`src/rtl/lnb_tone_pkg.sv`:
```
package lnb_tone_pkg;
  typedef enum logic [1:0] {
    MODE_CONT  = 2'd0,
    MODE_GATED = 2'd1,
    MODE_PASS  = 2'd2
  } tone_mode_e;

  function automatic tone_mode_e pick_mode(input logic cont, input logic sel);
    if (cont)     return MODE_CONT;
    else if (sel) return MODE_PASS;
    else          return MODE_GATED;
  endfunction
endpackage

```
`src/rtl/lnb_sync.sv`:
```
module lnb_sync #(
  parameter int STAGES = 2
) (
  input  logic clk,
  input  logic rst,
  input  logic d_i,
  output logic q_o
);
  logic [STAGES-1:0] chain;

  always_ff @(posedge clk) begin
    if (rst) chain <= '0;
    else     chain <= {chain[STAGES-2:0], d_i};
  end

  assign q_o = chain[STAGES-1];
endmodule

```
`src/rtl/lnb_prescale.sv`:
```
module lnb_prescale #(
  parameter int PRE_DIV = 4
) (
  input  logic clk,
  input  logic rst,
  input  logic en,
  input  logic restart,
  output logic conv_clk_o,
  output logic period_start
);
  localparam int PW   = (PRE_DIV > 2) ? $clog2(PRE_DIV) : 1;
  localparam int HALF = PRE_DIV / 2;
  localparam logic [PW-1:0] LAST = PW'(PRE_DIV - 1);

  logic [PW-1:0] pcnt, pcnt_nx;

  always_comb begin
    if (!en)               pcnt_nx = LAST;
    else if (restart)      pcnt_nx = '0;
    else if (pcnt == LAST) pcnt_nx = '0;
    else                   pcnt_nx = pcnt + 1'b1;
  end

  assign period_start = en && (pcnt_nx == '0);

  always_ff @(posedge clk) begin
    if (rst) begin
      pcnt       <= LAST;
      conv_clk_o <= 1'b0;
    end else begin
      pcnt       <= pcnt_nx;
      conv_clk_o <= en && (pcnt_nx < PW'(HALF));
    end
  end

  p_pcnt_range_r2: assert property (@(posedge clk) disable iff (rst)
    pcnt <= LAST);
  p_clk_rise_r2: assert property (@(posedge clk) disable iff (rst)
    (en && period_start) |=> conv_clk_o);
endmodule

```
`src/rtl/lnb_tone_div.sv`:
```
module lnb_tone_div #(
  parameter int TONE_DIV = 20
) (
  input  logic clk,
  input  logic rst,
  input  logic en,
  input  logic restart,
  input  logic period_start,
  output logic tone_hi_nx
);
  localparam int TW = $clog2(TONE_DIV);
  localparam logic [TW-1:0] LAST = TW'(TONE_DIV - 1);
  localparam logic [TW-1:0] HALF = TW'(TONE_DIV / 2);

  logic [TW-1:0] tcnt, tcnt_nx;

  always_comb begin
    if (!en)               tcnt_nx = LAST;
    else if (restart)      tcnt_nx = '0;
    else if (period_start) tcnt_nx = (tcnt == LAST) ? '0 : tcnt + 1'b1;
    else                   tcnt_nx = tcnt;
  end

  assign tone_hi_nx = tcnt_nx < HALF;

  always_ff @(posedge clk) begin
    if (rst) tcnt <= LAST;
    else     tcnt <= tcnt_nx;
  end

  p_tcnt_range_r3: assert property (@(posedge clk) disable iff (rst)
    tcnt <= LAST);
  p_hold_r3: assert property (@(posedge clk) disable iff (rst)
    (en && !restart && !period_start) |=> (tcnt == $past(tcnt)));
endmodule

```
`src/rtl/lnb_tone_ctrl.sv`:
```
module lnb_tone_ctrl
  import lnb_tone_pkg::*;
#(
  parameter int PRE_DIV     = 4,
  parameter int TONE_DIV    = 20,
  parameter int SYNC_STAGES = 2
) (
  input  logic clk,
  input  logic rst,
  input  logic en,
  input  logic tone_cont,
  input  logic mod_sel,
  input  logic mod_pin,
  output logic tone_o,
  output logic conv_clk_o
);
  tone_mode_e mode;
  logic pin_s, pin_d, pin_rise, restart, period_start, tone_hi_nx, tone_sel;

  lnb_sync #(.STAGES(SYNC_STAGES)) u_sync (
    .clk(clk), .rst(rst), .d_i(mod_pin), .q_o(pin_s)
  );

  always_ff @(posedge clk) begin
    if (rst) pin_d <= 1'b0;
    else     pin_d <= pin_s;
  end

  assign mode     = pick_mode(tone_cont, mod_sel);
  assign pin_rise = pin_s && !pin_d;
  assign restart  = en && (mode == MODE_GATED) && pin_rise;

  lnb_prescale #(.PRE_DIV(PRE_DIV)) u_pre (
    .clk(clk), .rst(rst), .en(en), .restart(restart),
    .conv_clk_o(conv_clk_o), .period_start(period_start)
  );

  lnb_tone_div #(.TONE_DIV(TONE_DIV)) u_tdiv (
    .clk(clk), .rst(rst), .en(en), .restart(restart),
    .period_start(period_start), .tone_hi_nx(tone_hi_nx)
  );

  always_comb begin
    case (mode)
      MODE_CONT:  tone_sel = tone_hi_nx;
      MODE_PASS:  tone_sel = pin_s;
      default:    tone_sel = pin_s && tone_hi_nx;
    endcase
  end

  always_ff @(posedge clk) begin
    if (rst) tone_o <= 1'b0;
    else     tone_o <= en && tone_sel;
  end

  p_off_r8: assert property (@(posedge clk) disable iff (rst)
    !en |=> (!tone_o && !conv_clk_o));
  p_pass_r6: assert property (@(posedge clk) disable iff (rst)
    (en && !tone_cont && mod_sel) |=> (tone_o == $past(pin_s)));
  p_gate_r4: assert property (@(posedge clk) disable iff (rst)
    (en && !tone_cont && !mod_sel && !pin_s) |=> !tone_o);
  p_burst_start_r5: assert property (@(posedge clk) disable iff (rst)
    restart |=> (tone_o && conv_clk_o));
endmodule

```
`config.mk`:
```
export PLATFORM = sky130hd
export DESIGN_NAME = lnb_tone_ctrl
export DESIGN_NICKNAME = d
export VERILOG_FILES = /design/src/rtl/lnb_tone_pkg.sv /design/src/rtl/lnb_sync.sv /design/src/rtl/lnb_prescale.sv /design/src/rtl/lnb_tone_div.sv /design/src/rtl/lnb_tone_ctrl.sv
export SDC_FILE = /design/constraint.sdc
export NUM_CORES = 1
export LEC_CHECK = 0
export ABC_AREA = 1
export ABC_CLOCK_PERIOD_IN_PS = 2300
export BUFFER_PORTS_ARGS = -buffer_cell sky130_fd_sc_hd__buf_2
export CORE_AREA = 4 4 41 43
export CTS_BUF_LIST = sky130_fd_sc_hd__clkbuf_4
export CTS_CLUSTER_SIZE = 8
export DETAILED_ROUTE_END_ITERATION = 8
export DIE_AREA = 0 0 45 47
export PLACE_DENSITY = 0.64
export REMOVE_ABC_BUFFERS = 1
export SLEW_MARGIN = 20
export SYNTH_ARGS = -nofsm -noshare
export SYNTH_HDL_FRONTEND = slang
export SYNTH_SLANG_ARGS = --single-unit
```
`constraint.sdc`:
```
create_clock -name clk -period 2.3 [get_ports clk]
set_input_delay 0.46 -clock clk [delete_from_list [all_inputs] [get_ports clk]]
set_output_delay 0.46 -clock clk [all_outputs]
set_load 0.01 [all_outputs]
```
==> summary.md, run 1 <==
| Metric | Value |
|---|---|
| Status | complete, no violations |
| Clock Skews | 0.00799 ns |
| Logic pwr share | 0.181 |
| Fraction of layout cells with a size suffix above 1 | 0.154 |
| Placed Area | 631 um2 |
| First DRT Iteration DRCs | 11 |
| Filler cells | 135 |
| H-tree depth | 1 |
| Final setup TNS | 0 ns |
| Cells after Synth | 81 |
| Worst vdd ir | 0.290 mV |
| Vias in the first global route | 432 |
| Final Setup Violations | 0 |
| Post-route design area | 653 um2 |
| Die Wd | 45 um |
| Cell-internal power | 308 uW |
| Pwr dens | 654 nW/um2 |
| Port Buffers | 7 |
| Tcrit/Tclk final | 0.687 |
| Top sig layer | met4 |
| Hold buffers post-CTS | 0 |
| Total power | 427 uW |
| Remaining DRCs | 0 |
| Largest net degree at the start of global routing | 10 |
| Synth warn | 0 |
| Gp weighted congestion | 0.778 |
| DR WL met3 | 45 um |
| Post-synthesis sequential area ratio | 0.416 |
| Post-Route WL | 995 um |
| Site Rows | 13 |
| DRT Pass-1 Iters | 3 |
| CP Launch Type | flip-flop |
| R2R setup slack | 0.72 ns |
| Crit. End Element | flip-flop |
| Post-CTS Setup Repair Bufs | 0 |
| Clock sink total | 12 |
| Core Footprint | 1300 um2 |
| WP data required | 2.46 ns |
| Switching Share | 0.278 |
| HPWL Detailed | 771 um |
| Post-CTS Resized | 0 |
| Most frequent cells in the layout | nand2_1 (24), inv_1 (15), dfxtp_1 (12) |
| # diodes | 0 |
| CTS Buffer Depth | 2 |
| Area grow syn2layout | 13.2% |
| Gr usage total | 0.121 |
| Hold Fails Final Rpt | 0 |
| Netlist Area Pre-Place | 577 um2 |
| RSZ-0062 raised after global routing | no |
| HP Class | in -> reg |
| Min Tclk post-route | 1.58 ns |
| Worst-Margin Slew | 0.306 ns |
| Via/cell ratio | 4.81 |
| Most common cell after layout, fill and taps aside | nand2_1 |
| ANT nets after route | 0 |
| Die area | 2120 um2 |
| CTS buffer count | 3 |
| CP max FO | 9 |
| Slew Limit Fails | 0 |
| Total gr overflow | 0 |
| #FFs+latches synth | 12 |
| Io pins | 8 |
| Seq pwr share | 0.528 |
| Routed wl met2 | 462 um |
| DR WL/cell | 9.39 um |
| Final nets | 101 |
| Crit path DAT | 1.74 ns |
| Slew headroom | 0.795 |
| Die height | 47 um |
| Netlist cell types | 18 |
| CTS tree | built |
| Max-Cap Viols | 0 |
| Initial core utilization | 0.443 |
| First-pass GRT wire length | 1810 um |
| Syn avg cell area | 7.12 um2 |
| WS Path Type | reg -> reg |
| Worst skew pair latency | 0.27 ns |
| Switching power | 119 uW |
| Initial antenna violation count | 0 |
| Part of the power in the clock network | 0.291 |
| CTS clk-pin slew, worst paths | 0.07 ns |
| Fmax | 0.633 GHz |
| CTS root buf | clkbuf_4 |
| P_leak | 0.000344 uW |
| DR vias | 510 |
| Wl on met1 | 475 um |
==> critical path, cell delays in order (launching register included) <==
cell,delay [ns]
dfxtp_1,0.31
ha_1,0.28
inv_1,0.05
nand2_1,0.11
o21ai_4,0.27
nand2_1,0.08
nand2_1,0.07
nand2_1,0.08
nand2_1,0.07
nand2_1,0.04
nand2_1,0.07
a21oi_2,0.05
==> power by group through the flow <==
stage	Combinational (uW)	Clock (uW)	Sequential (uW)
floorplan	57.2	0	230
global placement	76.7	0	230
detailed placement	77.1	0	230
CTS	77.9	131	225
global route	91.2	137	226
finish	77.2	124	225
==> worst paths after layout <==
path                           endpoint  cells past startpoint                        from
max                   tone_o$_SDFF_PP0_                     11    u_pre.pcnt[0]$_SDFF_PP1_
min          u_sync.chain[0]$_SDFF_PP0_                      3                     mod_pin
max reg2reg           tone_o$_SDFF_PP0_                     11    u_pre.pcnt[0]$_SDFF_PP1_
min reg2reg  u_sync.chain[1]$_SDFF_PP0_                      2  u_sync.chain[0]$_SDFF_PP0_
==> cell type report <==
cell class / instances / area [um2] / area share
clock buffers: 3 / 22.5 / 0.0345
flip-flops and latches: 12 / 240 / 0.368
multi-input cells: 53 / 277 / 0.423
inverters: 16 / 60.1 / 0.0920
well taps: 15 / 18.8 / 0.0287
repair buffers: 7 / 35.0 / 0.0536
==> sequential cells by signal, indices dropped and copies added (netlist names) <==
register          count
u_tdiv.tcnt           5
u_pre.pcnt            2
u_sync.chain          2
pin_d                 1
tone_o                1
u_pre.conv_clk_o      1
==> synthesized netlist by cell type (all sizes together) <==
| cell | number | area (um2) |
|---|---|---|
| nand2 | 25 | 101 |
| inv | 15 | 56.3 |
| dfxtp | 12 | 240 |
| nor2 | 9 | 36.3 |
| nand3 | 4 | 20.0 |
| nand4 | 3 | 18.8 |
| o21ai | 3 | 26.3 |
| a21oi | 2 | 13.8 |
| ha | 2 | 25.0 |
| o211ai | 2 | 15.0 |
| clkinv | 1 | 3.75 |
| nor3 | 1 | 5.00 |
| nor4 | 1 | 6.26 |
| xor2 | 1 | 8.76 |
==> cells by family after synthesis <==
kind of cell / share of synthesized area
AO/OA/AOI/OAI: 0.0954
XOR/XNOR: 0.0152
adder cells (fa/ha/maj): 0.0434
buffers and inverters: 0.104
flip-flops: 0.416
AND/OR/NAND/NOR: 0.325
==> per-stage QoR <==
stage | setup WS, ns | utilization | cells | hold slack [ns]
floorplan | 0.839 | - | 81 | 0.388
global placement | 0.715 | 0.485 | 103 | 0.407
detailed placement | 0.694 | 0.485 | 103 | 0.407
CTS | 0.716 | 0.502 | 106 | 0.386
global route | 0.589 | 0.502 | 106 | 0.423
finish | 0.721 | 0.502 | 106 | 0.398
==> per-layer routing <==
metal | up-vias | GRT usage
met5 | - | 0
met4 | 0 | 0.0702
met3 | 2 | 0.0460
met2 | 8 | 0.164
met1 | 227 | 0.164
li1 | 273 | -
Power figures use the tool's default switching activity.
==> run 2: changes to the inputs <==
Settings changed: ABC_CLOCK_PERIOD_IN_PS 2300 to 1600.
Clock period 2.3 ns to 1.6 ns, I/O delays scaled along.
==> summary.md, run 2 (synthesis results as in run 1) <==
| Metric | Value |
|---|---|
| Crit. End Element | flip-flop (unchanged) |
| Pwr dens | 917 nW/um2 (was 654 nW/um2) |
| Post-Route WL | 1060 um (was 995 um) |
| Gp weighted congestion | 0.773 (was 0.778) |
| Via/cell ratio | 4.78 (was 4.81) |
| CTS Buffer Depth | 2 (unchanged) |
| Tcrit/Tclk final | 0.935 (was 0.687) |
| DRT Pass-1 Iters | 4 (was 3) |
| Final nets | 104 (was 101) |
| Fin worst setup slack | 0.104 ns (was 0.721 ns) |
| CTS buffer count | 3 (unchanged) |
| Crit path DAT | 1.65 ns (was 1.74 ns) |
| Initial core utilization | 0.443 (unchanged) |
| Fraction of layout cells with a size suffix above 1 | 0.223 (was 0.154) |
| First DRT Iteration DRCs | 2 (was 11) |
| Die area | 2120 um2 (unchanged) |
| CTS root buf | clkbuf_4 (unchanged) |
| Area grow syn2layout | 21.0% (was 13.2%) |
| Pre-CTS setup slack | 0.0353 ns (was 0.694 ns) |
| Min Tclk post-route | 1.50 ns (was 1.58 ns) |
| Total gr overflow | 0 (unchanged) |
| Site Rows | 13 (unchanged) |
| Regs by FF count | u_tdiv.tcnt (5), u_pre.pcnt (2), u_sync.chain (2) (unchanged) |
| Final Setup Violations | 0 (unchanged) |
| CP max FO | 2 (was 9) |
| CP Launch Type | flip-flop (unchanged) |
| ANT nets after route | 0 (unchanged) |
| WP data required | 1.76 ns (was 2.46 ns) |
| HPWL Detailed | 817 um (was 771 um) |
| Worst vdd ir | 0.484 mV (was 0.290 mV) |
| Fmax | 0.668 GHz (was 0.633 GHz) |
| DR vias | 521 (was 510) |
| HP Class | in -> reg (unchanged) |
| CTS tree | built (unchanged) |
| Core Footprint | 1300 um2 (unchanged) |
| Slew headroom | 0.815 (was 0.795) |
| Clock sink total | 12 (unchanged) |
| Io pins | 8 (unchanged) |
| Hold Fails Final Rpt | 0 (unchanged) |
| Die Wd | 45 um (unchanged) |
| H-tree depth | 1 (unchanged) |
| Max FFs per register | 5 (unchanged) |
| Clock Skews | 0.00700 ns (was 0.00799 ns) |
| Worst Setup SP | u_pre.pcnt[0]$_SDFF_PP1_ (unchanged) |
| Largest register by flop count | u_tdiv.tcnt (unchanged) |
| Worst-Margin Slew | 0.277 ns (was 0.306 ns) |
| Vias in the first global route | 458 (was 432) |
| Most frequent cells in the layout | nand2_1 (23), inv_1 (15), dfxtp_1 (11) (was nand2_1 (24), inv_1 (15), dfxtp_1 (12)) |
| # diodes | 0 (unchanged) |
| Reg-to-Reg Start | u_pre.pcnt[0]$_SDFF_PP1_ (unchanged) |
| Die height | 47 um (unchanged) |
| Max-Cap Viols | 0 (unchanged) |
| Total power | 640 uW (was 427 uW) |
| Slew Limit Fails | 0 (unchanged) |
| Critical hold path startpoint | mod_pin (unchanged) |
| Remaining DRCs | 0 (unchanged) |
| Gr usage total | 0.117 (was 0.121) |
| R2R setup slack | 0.10 ns (was 0.72 ns) |
| Status | complete, no violations (unchanged) |
| P_leak | 0.000361 uW (was 0.000344 uW) |
| Initial antenna violation count | 0 (unchanged) |
| Port Buffers | 7 (unchanged) |
| First-pass GRT wire length | 1820 um (was 1810 um) |
| DR WL/cell | 9.74 um (was 9.39 um) |
| Worst skew pair latency | 0.27 ns (about the same) |
| Largest net degree at the start of global routing | 9 (was 10) |
| WS Path Type | reg -> reg (unchanged) |
| CTS clk-pin slew, worst paths | 0.08 ns (was 0.07 ns) |
| Most common cell after layout, fill and taps aside | nand2_1 (unchanged) |
## run 2: final cells by class
| type | instances | area [um2] |
|---|---|---|
| Clock buffer | 3 | 22.5 |
| Fill cell | 143 | 603 |
| Inverter | 16 | 60.1 |
| Multi-Input combinational cell | 53 | 294 |
| Sequential cell | 12 | 241 |
| Tap cell | 15 | 18.8 |
| Timing Repair Buffer | 10 | 61.3 |
## run 2: layer usage
layer  vias to the layer above  wire, um  GRT usage  share of wire
met2                        14       483      0.184           0.45
met4                         0        17     0.0526          0.016
li1                        280         -          -              -
met5                         -         0          0              0
met1                       225       508      0.154           0.48
met3                         2        54     0.0230          0.051
## run 2: path summary, 6_finish.rpt
path	cells after the start	end
max	10	tone_o$_SDFF_PP0_
min reg2reg	2	u_sync.chain[1]$_SDFF_PP0_
max reg2reg	10	tone_o$_SDFF_PP0_
min	3	u_sync.chain[0]$_SDFF_PP0_
## run 2: metrics by stage
stage	setup TNS (ns)	hold slack (ns)	instances	util	cell area (um2)
floorplan	0	0.388	81	-	577
global placement	0	0.402	105	0.496	646
detailed placement	0	0.406	105	0.496	646
CTS	0	0.244	108	0.513	668
global route	-0.0147	0.260	109	0.537	698
finish	0	0.245	109	0.537	698
## run 2: timing repair
item                       in CTS  in global routing
setup endpoints to repair       0                  1
setup buffers                   0                  1
hold buffers                    0                  0
gates resized for setup         0                  5
## run 2: where the power goes
group | leakage (uW) | internal (uW) | switching [uW] | total (uW)
clock network | 0.0000138 | 87.0 | 96.1 | 183
logic | 0.000249 | 55.8 | 74.8 | 131
registers | 0.0000983 | 315 | 11.1 | 326
## run 2: critical path, cell delays in order, from the launching register on
cell      delay [ns]
dfxtp_2         0.34
ha_4            0.22
inv_1           0.06
nand2_2         0.07
buf_6           0.12
o211ai_1        0.18
nand3_1         0.14
nand2_1         0.08
nand2_1         0.04
nand2_1         0.08
a21oi_2         0.05
